[src/rtl/tdma_pkg.sv]
package tdma_pkg;
    localparam int MODE_SOF = 31;
    localparam int MODE_EOF = 30;
    localparam int MODE_OWN = 29;
    localparam int MODE_EOQ = 28;
    localparam int MODE_ZLP = 23;

    localparam int OFS_NEXT = 0;
    localparam int OFS_BUF  = 1;
    localparam int OFS_LEN  = 2;
    localparam int OFS_MODE = 3;

    typedef enum logic [3:0] {
        ST_IDLE,
        ST_RD_NEXT,
        ST_RD_BUF,
        ST_RD_LEN,
        ST_RD_MODE,
        ST_EVAL,
        ST_FETCH,
        ST_LATCH,
        ST_EMIT,
        ST_ZLP,
        ST_RETIRE
    } tdma_state_e;
endpackage

[src/rtl/tdma_lane_pick.sv]
module tdma_lane_pick #(
    parameter int LANES  = 4,
    parameter int BYTE_W = 8,
    localparam int SEL_W = $clog2(LANES)
) (
    input  logic [LANES*BYTE_W-1:0] word,
    input  logic [SEL_W-1:0]        lane,
    output logic [BYTE_W-1:0]       byte_out
);
    logic [BYTE_W-1:0] lanes_a [LANES];

    for (genvar g = 0; g < LANES; g++) begin : g_lane
        assign lanes_a[g] = word[g*BYTE_W +: BYTE_W];
    end

    assign byte_out = lanes_a[lane];
endmodule

[src/rtl/tdma_pkt_track.sv]
module tdma_pkt_track #(
    parameter int PKT_W = 11
) (
    input  logic             clk,
    input  logic             rst_n,
    input  logic             restart,
    input  logic             fire,
    input  logic             last_byte,
    input  logic             frame_end,
    input  logic [PKT_W-1:0] max_pkt,
    output logic             sop,
    output logic             eop
);
    logic [PKT_W-1:0] cnt_q;

    assign sop = (cnt_q == '0);
    assign eop = (cnt_q == max_pkt - PKT_W'(1)) || (last_byte && frame_end);

    always_ff @(posedge clk) begin
        if (!rst_n) begin
            cnt_q <= '0;
        end else if (restart) begin
            cnt_q <= '0;
        end else if (fire) begin
            cnt_q <= eop ? '0 : cnt_q + PKT_W'(1);
        end
    end
endmodule

[src/rtl/tdma_ctrl_regs.sv]
module tdma_ctrl_regs #(
    parameter int ADDR_W = 16
) (
    input  logic              clk,
    input  logic              rst_n,
    input  logic              idle,
    input  logic              hdp_wr,
    input  logic [ADDR_W-1:0] hdp_wdata,
    input  logic              cmpl_wr,
    input  logic [ADDR_W-1:0] cmpl_wdata,
    input  logic              rel_valid,
    input  logic [ADDR_W-1:0] rel_addr,
    input  logic              zlp_bad,
    output logic              start,
    output logic              irq,
    output logic              err
);
    logic [ADDR_W-1:0] last_rel_q;

    assign start = hdp_wr && idle && (hdp_wdata != '0);

    always_ff @(posedge clk) begin
        if (!rst_n) begin
            irq        <= 1'b0;
            err        <= 1'b0;
            last_rel_q <= '0;
        end else begin
            if ((hdp_wr && !idle) || zlp_bad) begin
                err <= 1'b1;
            end
            if (rel_valid) begin
                irq        <= 1'b1;
                last_rel_q <= rel_addr;
            end else if (cmpl_wr && (cmpl_wdata == last_rel_q)) begin
                irq <= 1'b0;
            end
        end
    end
endmodule

[src/rtl/tdma_engine.sv]
module tdma_engine
    import tdma_pkg::*;
#(
    parameter int ADDR_W = 16,
    parameter int PKT_W  = 11,
    localparam int BA_W  = ADDR_W + 2,
    localparam int LEN_W = 16
) (
    input  logic              clk,
    input  logic              rst_n,
    input  logic [PKT_W-1:0]  cfg_max_pkt,
    input  logic              hdp_wr,
    input  logic [ADDR_W-1:0] hdp_wdata,
    input  logic              cmpl_wr,
    input  logic [ADDR_W-1:0] cmpl_wdata,
    output logic              mem_rd,
    output logic              mem_wr,
    output logic [ADDR_W-1:0] mem_addr,
    output logic [31:0]       mem_wdata,
    input  logic [31:0]       mem_rdata,
    output logic              tx_valid,
    output logic [7:0]        tx_data,
    output logic              tx_sop,
    output logic              tx_eop,
    output logic              tx_zlp,
    output logic              busy,
    output logic              irq,
    output logic              err
);
    tdma_state_e       state_q, state_d;
    logic [ADDR_W-1:0] desc_q, next_q;
    logic [BA_W-1:0]   baddr_q;
    logic [LEN_W-1:0]  rem_q, zrem_q;
    logic [31:0]       mode_q, word_q;
    logic              bufnz_q;

    logic start, zlp_bad, trk_sop, trk_eop, restart;
    logic [7:0] lane_byte;
    logic [LEN_W-1:0] mps_ext;

    assign mps_ext = LEN_W'(cfg_max_pkt);
    assign restart = (state_q == ST_EVAL) && mem_rdata[MODE_OWN] && mem_rdata[MODE_SOF];
    assign zlp_bad = (state_q == ST_EVAL) && mem_rdata[MODE_OWN] && mem_rdata[MODE_ZLP] && !bufnz_q;

    tdma_ctrl_regs #(.ADDR_W(ADDR_W)) i_regs (
        .clk        (clk),
        .rst_n      (rst_n),
        .idle       (state_q == ST_IDLE),
        .hdp_wr     (hdp_wr),
        .hdp_wdata  (hdp_wdata),
        .cmpl_wr    (cmpl_wr),
        .cmpl_wdata (cmpl_wdata),
        .rel_valid  (state_q == ST_RETIRE),
        .rel_addr   (desc_q),
        .zlp_bad    (zlp_bad),
        .start      (start),
        .irq        (irq),
        .err        (err)
    );

    tdma_lane_pick #(.LANES(4), .BYTE_W(8)) i_lane (
        .word     (word_q),
        .lane     (baddr_q[1:0]),
        .byte_out (lane_byte)
    );

    tdma_pkt_track #(.PKT_W(PKT_W)) i_trk (
        .clk       (clk),
        .rst_n     (rst_n),
        .restart   (restart),
        .fire      (state_q == ST_EMIT),
        .last_byte (rem_q == LEN_W'(1)),
        .frame_end (mode_q[MODE_EOF]),
        .max_pkt   (cfg_max_pkt),
        .sop       (trk_sop),
        .eop       (trk_eop)
    );

    // state register
    always_ff @(posedge clk) begin
        if (!rst_n) state_q <= ST_IDLE;
        else        state_q <= state_d;
    end

    // next-state logic
    always_comb begin
        state_d = state_q;
        unique case (state_q)
            ST_IDLE:    if (start) state_d = ST_RD_NEXT;
            ST_RD_NEXT: state_d = ST_RD_BUF;
            ST_RD_BUF:  state_d = ST_RD_LEN;
            ST_RD_LEN:  state_d = ST_RD_MODE;
            ST_RD_MODE: state_d = ST_EVAL;
            ST_EVAL: begin
                if (!mem_rdata[MODE_OWN])      state_d = ST_IDLE;
                else if (mem_rdata[MODE_ZLP])  state_d = bufnz_q ? ST_ZLP : ST_RETIRE;
                else if (rem_q == '0)          state_d = ST_RETIRE;
                else                           state_d = ST_FETCH;
            end
            ST_FETCH:   state_d = ST_LATCH;
            ST_LATCH:   state_d = ST_EMIT;
            ST_EMIT: begin
                if (rem_q == LEN_W'(1))        state_d = ST_RETIRE;
                else if (baddr_q[1:0] == 2'b11) state_d = ST_FETCH;
                else                           state_d = ST_EMIT;
            end
            ST_ZLP:     state_d = (zrem_q > mps_ext) ? ST_ZLP : ST_RETIRE;
            ST_RETIRE:  state_d = (next_q == '0) ? ST_IDLE : ST_RD_NEXT;
            default:    state_d = ST_IDLE;
        endcase
    end

    // datapath registers
    always_ff @(posedge clk) begin
        if (!rst_n) begin
            desc_q  <= '0;
            next_q  <= '0;
            baddr_q <= '0;
            rem_q   <= '0;
            zrem_q  <= '0;
            mode_q  <= '0;
            word_q  <= '0;
            bufnz_q <= 1'b0;
        end else begin
            unique case (state_q)
                ST_IDLE:    if (start) desc_q <= hdp_wdata;
                ST_RD_BUF:  next_q <= mem_rdata[ADDR_W-1:0];
                ST_RD_LEN: begin
                    baddr_q <= mem_rdata[BA_W-1:0];
                    bufnz_q <= |mem_rdata;
                end
                ST_RD_MODE: begin
                    baddr_q <= baddr_q + BA_W'(mem_rdata[31:16]);
                    rem_q   <= mem_rdata[LEN_W-1:0];
                    zrem_q  <= mem_rdata[LEN_W-1:0];
                end
                ST_EVAL:    mode_q <= mem_rdata;
                ST_LATCH:   word_q <= mem_rdata;
                ST_EMIT: begin
                    baddr_q <= baddr_q + BA_W'(1);
                    rem_q   <= rem_q - LEN_W'(1);
                end
                ST_ZLP:     if (zrem_q > mps_ext) zrem_q <= zrem_q - mps_ext;
                ST_RETIRE:  desc_q <= next_q;
                default: ;
            endcase
        end
    end

    // outputs
    always_comb begin
        mem_rd    = 1'b0;
        mem_wr    = 1'b0;
        mem_addr  = '0;
        mem_wdata = '0;
        tx_valid  = 1'b0;
        tx_data   = '0;
        tx_sop    = 1'b0;
        tx_eop    = 1'b0;
        tx_zlp    = 1'b0;
        unique case (state_q)
            ST_RD_NEXT: begin mem_rd = 1'b1; mem_addr = desc_q + ADDR_W'(OFS_NEXT); end
            ST_RD_BUF:  begin mem_rd = 1'b1; mem_addr = desc_q + ADDR_W'(OFS_BUF);  end
            ST_RD_LEN:  begin mem_rd = 1'b1; mem_addr = desc_q + ADDR_W'(OFS_LEN);  end
            ST_RD_MODE: begin mem_rd = 1'b1; mem_addr = desc_q + ADDR_W'(OFS_MODE); end
            ST_FETCH:   begin mem_rd = 1'b1; mem_addr = baddr_q[BA_W-1:2]; end
            ST_EMIT: begin
                tx_valid = 1'b1;
                tx_data  = lane_byte;
                tx_sop   = trk_sop;
                tx_eop   = trk_eop;
            end
            ST_ZLP: begin
                tx_valid = 1'b1;
                tx_sop   = 1'b1;
                tx_eop   = 1'b1;
                tx_zlp   = 1'b1;
            end
            ST_RETIRE: begin
                mem_wr    = 1'b1;
                mem_addr  = desc_q + ADDR_W'(OFS_MODE);
                mem_wdata = mode_q;
                mem_wdata[MODE_OWN] = 1'b0;
                if (next_q == '0) mem_wdata[MODE_EOQ] = 1'b1;
            end
            default: ;
        endcase
    end

    assign busy = (state_q != ST_IDLE);
endmodule

[config.mk]
export PLATFORM = sky130hd
export DESIGN_NAME = tdma_engine
export DESIGN_NICKNAME = d
export VERILOG_FILES = /design/src/rtl/tdma_pkg.sv /design/src/rtl/tdma_lane_pick.sv /design/src/rtl/tdma_pkt_track.sv /design/src/rtl/tdma_ctrl_regs.sv /design/src/rtl/tdma_engine.sv
export SDC_FILE = /design/constraint.sdc
export NUM_CORES = 1
export LEC_CHECK = 0
export BUFFER_PORTS_ARGS = -buffer_cell sky130_fd_sc_hd__clkbuf_2
export CORE_ASPECT_RATIO = 0.6
export CORE_MARGIN = 2
export CORE_UTILIZATION = 35
export CTS_BUF_LIST = sky130_fd_sc_hd__clkbuf_4 sky130_fd_sc_hd__clkbuf_8
export CTS_CLUSTER_DIAMETER = 100
export CTS_CLUSTER_SIZE = 24
export DETAILED_ROUTE_END_ITERATION = 10
export PLACE_DENSITY_LB_ADDON = 0.05
export SLEW_MARGIN = 0
export SYNTH_ARGS = -nofsm -noshare
export SYNTH_HDL_FRONTEND = slang
export SYNTH_SLANG_ARGS = --single-unit
[constraint.sdc]
create_clock -name clk -period 3.65 [get_ports clk]
set_input_delay 0.365 -clock clk [delete_from_list [all_inputs] [get_ports clk]]
set_output_delay 0.365 -clock clk [all_outputs]
set_load 0.02 [all_outputs]
# Yosys cells after proc, flatten, opt, wreduce, memory -nomap -nowiden

Cells that the tools add are included.

Input port bits: 79
Register bits: 180
Output and inout bits: 65

Muxes and demuxes: 32
Equality and inequality tests: 16
Reduce and logical (&&, ||, !) cells: 31
$lt $le $gt $ge: 2
Bitwise operators: 2
Add/subtract/negate cells: 9

Operators with widths:

| cell                  | number |
|---|---|
| $pmux 16 s2           | 3 |
| $pmux 16 s5           | 1 |
| $pmux 18 s3           | 1 |
| $pmux 4 s11           | 1 |
| $add 16x2->16 const B | 2 |
| $logic_not 16->1      | 2 |
| $mux 16               | 2 |
| $mux 32               | 1 |
| $reduce_or 32->1      | 1 |
| $mux 4                | 6 |
| $mux 8                | 3 |
| $add 18x1->18 const B | 1 |
| $add 18x16->18        | 1 |
| $add 16x1->16 const B | 1 |
| $bmux 8 s2            | 1 |
| $eq 16x1->1 const B   | 1 |
| $eq 16x16->1          | 1 |
| $eq 4x3->1 const B    | 4 |
| $gt 16x11->1          | 1 |
| $reduce_bool 16->1    | 1 |
| $sub 16x1->16 const B | 1 |
| $sub 16x11->16        | 1 |
| $eq 4x4->1 const B    | 3 |
| $add 11x1->11 const B | 1 |
| other kinds (24)      | 51 |

# Logic depth before layout (Yosys ltp)

Depth in word-level cells: 5
Depth in mapped cells: 15
Depth with buffers taken out: 12

# Modules after synthesis

From an unflattened synthesis, not the netlist that was laid out.

Cell total of the unflattened synthesis: 1435
Area total of the unflattened synthesis: 10933.0 sq um

By module, submodules not included:

| module         | area each (sq um) | instances | cells an instance |
|---|---|---|---|
| tdma_engine    | 8929.8            | 1         | 1225 |
| tdma_ctrl_regs | 914.6             | 1         | 85 |
| tdma_pkt_track | 892.1             | 1         | 115 |
| tdma_lane_pick | 196.4             | 1         | 10 |

# Worst setup path before layout

Ideal clock, no wire load.

Path kind: register to output
Start point: register state_q[0]
End point: output mem_addr[9]
Data required time: 3.285 ns
Path slack: 0.067 ns
Buffers on the path: 2
Data arrival time: 3.218 ns
Stages on the path, launching flop included: 13
Path through: dfxtp_1 > clkbuf_1 > nor2_1 > nand3_1 > clkbuf_1 > nand2_1 > ha_1 > a21o_1 > nand2_1 > o2bb2ai_1 > nand3_1 > or2_2 > o311ai_0

Longest elaborated chain between the ends: 3
Elaborated cells on any way between the ends: 8

RTL lines:

| what                                     | line               | source |
|---|---|---|
| from (decl)                              | tdma_engine.sv:30  | `tdma_state_e state_q, state_d;` |
| from (signal assigned)                   | tdma_engine.sv:82  | `else state_q <= state_d;` |
| $eq 4x3->1 or $eq 4x4->1 (tied branches) | tdma_engine.sv:161 | `unique case (state_q)` |
| $reduce_or 2->1 (no source line)         | n/a                |  |
| $pmux 16 s5 *                            | tdma_engine.sv:161 |  |
| to (decl)                                | tdma_engine.sv:18  | `output logic [ADDR_W-1:0] mem_addr,` |

Every way passes the cells marked *; elsewhere a longest branch is shown, timed or not.

# Final worst setup path

Start point: register state_q[1]
End point: output mem_addr[15]

The elaborated chain is that of the path after synthesis.

==> flow_summary.toml <==
[status]
status = "finished clean"

[placement]
place_congestion = 0.898
dpl.hpwl_um = 33100
numPortBuffers = 142

[route]
wl_per_cell_um = 22.1
dr.pass1.iters = 5
drt_iter0_drc = 1197
vias_per_cell = 5.68
ant_nets = 0
drt_wl_total_um = 44600
drc = 0
via_count = 11500

[floorplan]
die_h_um = 142
core_area_mm2 = 0.0312
die_x_um = 234
die_area_mm2 = 0.0332
initial_core_util_pct = 35.6
rows = 50
ios = 144

[logic_synthesis]
ys_types = 76
synth_ff_type = "dfxtp_1"
synthCells = 1473
syn_avg_cell_area_um2 = 7.54
ys_seq_elements = 179
synth_edf_count = 0
ys.warnings.count = 0
ys_seq_area_share_pct = 32.3
syn-num-nets = 1590
netlist_area_mm2 = 0.0111
async_flop_share_pct = 0

[sta]
tns_ns = 0
timing.final.crit_share_pct = 95.4
hold_viol_final = 0
finClkSkew_ns = 0.0207
min_period_ns = 3.48
fmax_ghz = 0.287
slew_headroom_pct = 22.5
worst_pin_slew_ns = 1.16
finalSetupViolCount = 0
timing.final.max_slew_violations = 0

[critical_path]
worstSetupStartpointType = "flip-flop"
required_ns = 3.28
endpoint_kind = "output pin"
crit_chain = "buf_12 -> nor2_4 -> nand3_1 -> nand2_1 -> ha_1 -> a21o_1 -> nand2_2 -> o2bb2ai_2 -> nand3_1 -> or2_4 -> or4b_1 -> nand3_1 -> buf_4"
crit_top_cell = "nand3_1"
path_class = "flip-flop to output pin"
critical-path-top-delay-family = "simple AND/OR/NAND/NOR gates"
reg2reg_from = "state_q[1]$_SDFFE_PN0P_"
slowest_stage = "or4b_1"
crit_arrival_ns = 3.12
crit_buf_inv = 2
reg2reg_slack_ns = 0.24
startpoint = "state_q[1]$_SDFFE_PN0P_"
crit_fanout = 15
worst_path_largest_cell_delay_ns = 0.50

[hold_path]
min-delay-start = "hdp_wdata[5]"
hold_path_class = "primary input to flip-flop"

[finish]
syn2layout_area_growth_pct = 15.4
regArea_mm2 = 0.00359
nFillCells = 3282
diodes = 0
layout_common_cells = "327 x nand2_1, 177 x dfxtp_1, 139 x clkbuf_2"
final_common_cell = "nand2_1"
fin_nets = 1707
multi_input_comb_area_mm2 = 0.00709
drive_above_1_share_pct = 16.2
fin_util_pct = 41.1

[clock_network]
clock-root-buffer = "clkbuf_8"
clk_pin_slew_worst_paths_ns = 0.11
clockBufferDepth = 2
cts_max_level = 4
clkSinkCount = 179
cts_buffers = 17
clk_latency_ns = 0.51
cts_tree = "yes"

[global_route]
grt_start_max_net_pins = 89
grt_pass1_vias = 10600
antenna_found_initial = 0
grtUsageTotal_pct = 27.1
overflow = 0
grt_pass1_wl_um = 66900

[power]
p_leak_nw = 5.06
vdd_drop_max_uv = 207
power-per-cell-area_mw_per_mm2 = 333

[run]
cap_violations = 0
## worst min-delay path, stage by stage
cell and delay, ns:
clkbuf_2 0.10, nand2_1 0.06, a311oi_1 0.08
## metrics by stage
stage	area, µm²	setup WS, ns	power, mW	std cells	hold WS [ns]
2_1_floorplan	11100	0.0673	2.51	1473	0.438
3_3_place_gp	12300	0.365	2.82	1978	0.449
3_5_place_dp	12300	0.340	2.81	1978	0.455
4_1_cts	12700	0.0392	4.27	2011	0.0923
5_1_grt	12800	-0.0229	4.43	2019	0.101
6_report	12800	0.167	4.26	2019	0.126
## cell families (layout without fill, tap and decap cells)
kind of cell / after synthesis / count (layout) / synth area share [%]
other: 1 / 1 / 0.0338
flip-flops: 179 / 179 / 32.3
multiplexers: 10 / 10 / 1.82
XOR/XNOR: 57 / 57 / 4.49
AND/OR/NAND/NOR: 672 / 672 / 28.1
buffers and inverters: 126 / 256 / 4.41
AO/OA/AOI/OAI: 390 / 390 / 24.4
adder cells (fa/ha/maj): 38 / 38 / 4.48
## routing by layer
layer	share of wire (%)	vias up	GRT usage (%)	wire length (µm)
met4	0.74	0	4.63	329
met2	36	447	33.1	16200
met5	0	-	0	0
li1	-	5478	-	-
met3	10	23	8.29	4660
met1	52	5512	44.5	23300
## cell type report
class	instances	area share [%]
Timing Repair Buffer	189	8.52
Clock inverter	10	0.879
Tap cell	416	4.06
Inverter	35	1.02
Clock buffer	22	2.22
Sequential cell	179	28.0
Multi-Input combinational cell	1168	55.3
## report_power, final
part	internal (mW)	total, mW	switching [mW]
Clock	0.619	1.46	0.836
Sequential	2.00	2.10	0.101
Combinational	0.259	0.708	0.448
## sequential cells by signal, summed over array words and instances (netlist names)
signal and cells:
mode_q 31, word_q 32, i_regs.err 1, bufnz_q 1
i_trk.cnt_q 11, next_q 16, i_regs.last_rel_q 16, rem_q 16
baddr_q 18, i_regs.irq 1, state_q 4, desc_q 16
zrem_q 16
## Yosys cell counts (5+ instances only)
master / count / area share [%]
clkbuf_1: 77 / 2.6
a221o_1: 7 / 0.63
nor4_1: 26 / 1.5
and2_1: 54 / 3.0
nand3_1: 51 / 2.3
ha_1: 35 / 3.9
inv_1: 33 / 1.1
o21ai_0: 62 / 2.8
buf_2: 8 / 0.36
and3_1: 21 / 1.2
a21o_1: 15 / 1.0
o22ai_1: 7 / 0.39
or3_1: 10 / 0.56
o221ai_1: 6 / 0.47
dfxtp_1: 179 / 32
a311oi_1: 17 / 1.3
a211oi_1: 5 / 0.34
nand2_1: 330 / 11
o21a_1: 8 / 0.54
xor2_1: 35 / 2.8
a31oi_1: 14 / 0.79
a21oi_1: 80 / 3.6
o211a_1: 9 / 0.81
a21boi_0: 85 / 5.7
mux4_2: 8 / 1.6
o211ai_1: 9 / 0.61
xnor2_1: 22 / 1.7
nor2b_1: 8 / 0.45
nand2b_1: 7 / 0.39
nor2_1: 96 / 3.2
nand4_1: 11 / 0.62
a221oi_1: 11 / 0.87
a22oi_1: 12 / 0.81
nor3_1: 29 / 1.3
a41oi_1: 5 / 0.39
## path summary, 6_finish.rpt
kind,endpoint,cells past startpoint
max reg2reg,baddr_q[13]$_SDFFE_PN0P_,12
min reg2reg,mode_q[3]$_SDFFE_PN0P_,2
min,desc_q[5]$_SDFFE_PN0P_,3
max,mem_addr[15],13
## what timing repair did
| action | CTS | global route |
|---|---|---|
| endpoints found under the setup margin | 4 | 7 |
| pin swaps | 2 | 5 |
| buffers inserted | 1 | 8 |
| resized for setup | 8 | 15 |
| endpoints found under the hold margin | 0 | 0 |
| hold buffers | 0 | 0 |
No activity file was read; power rests on OpenSTA's default activity.
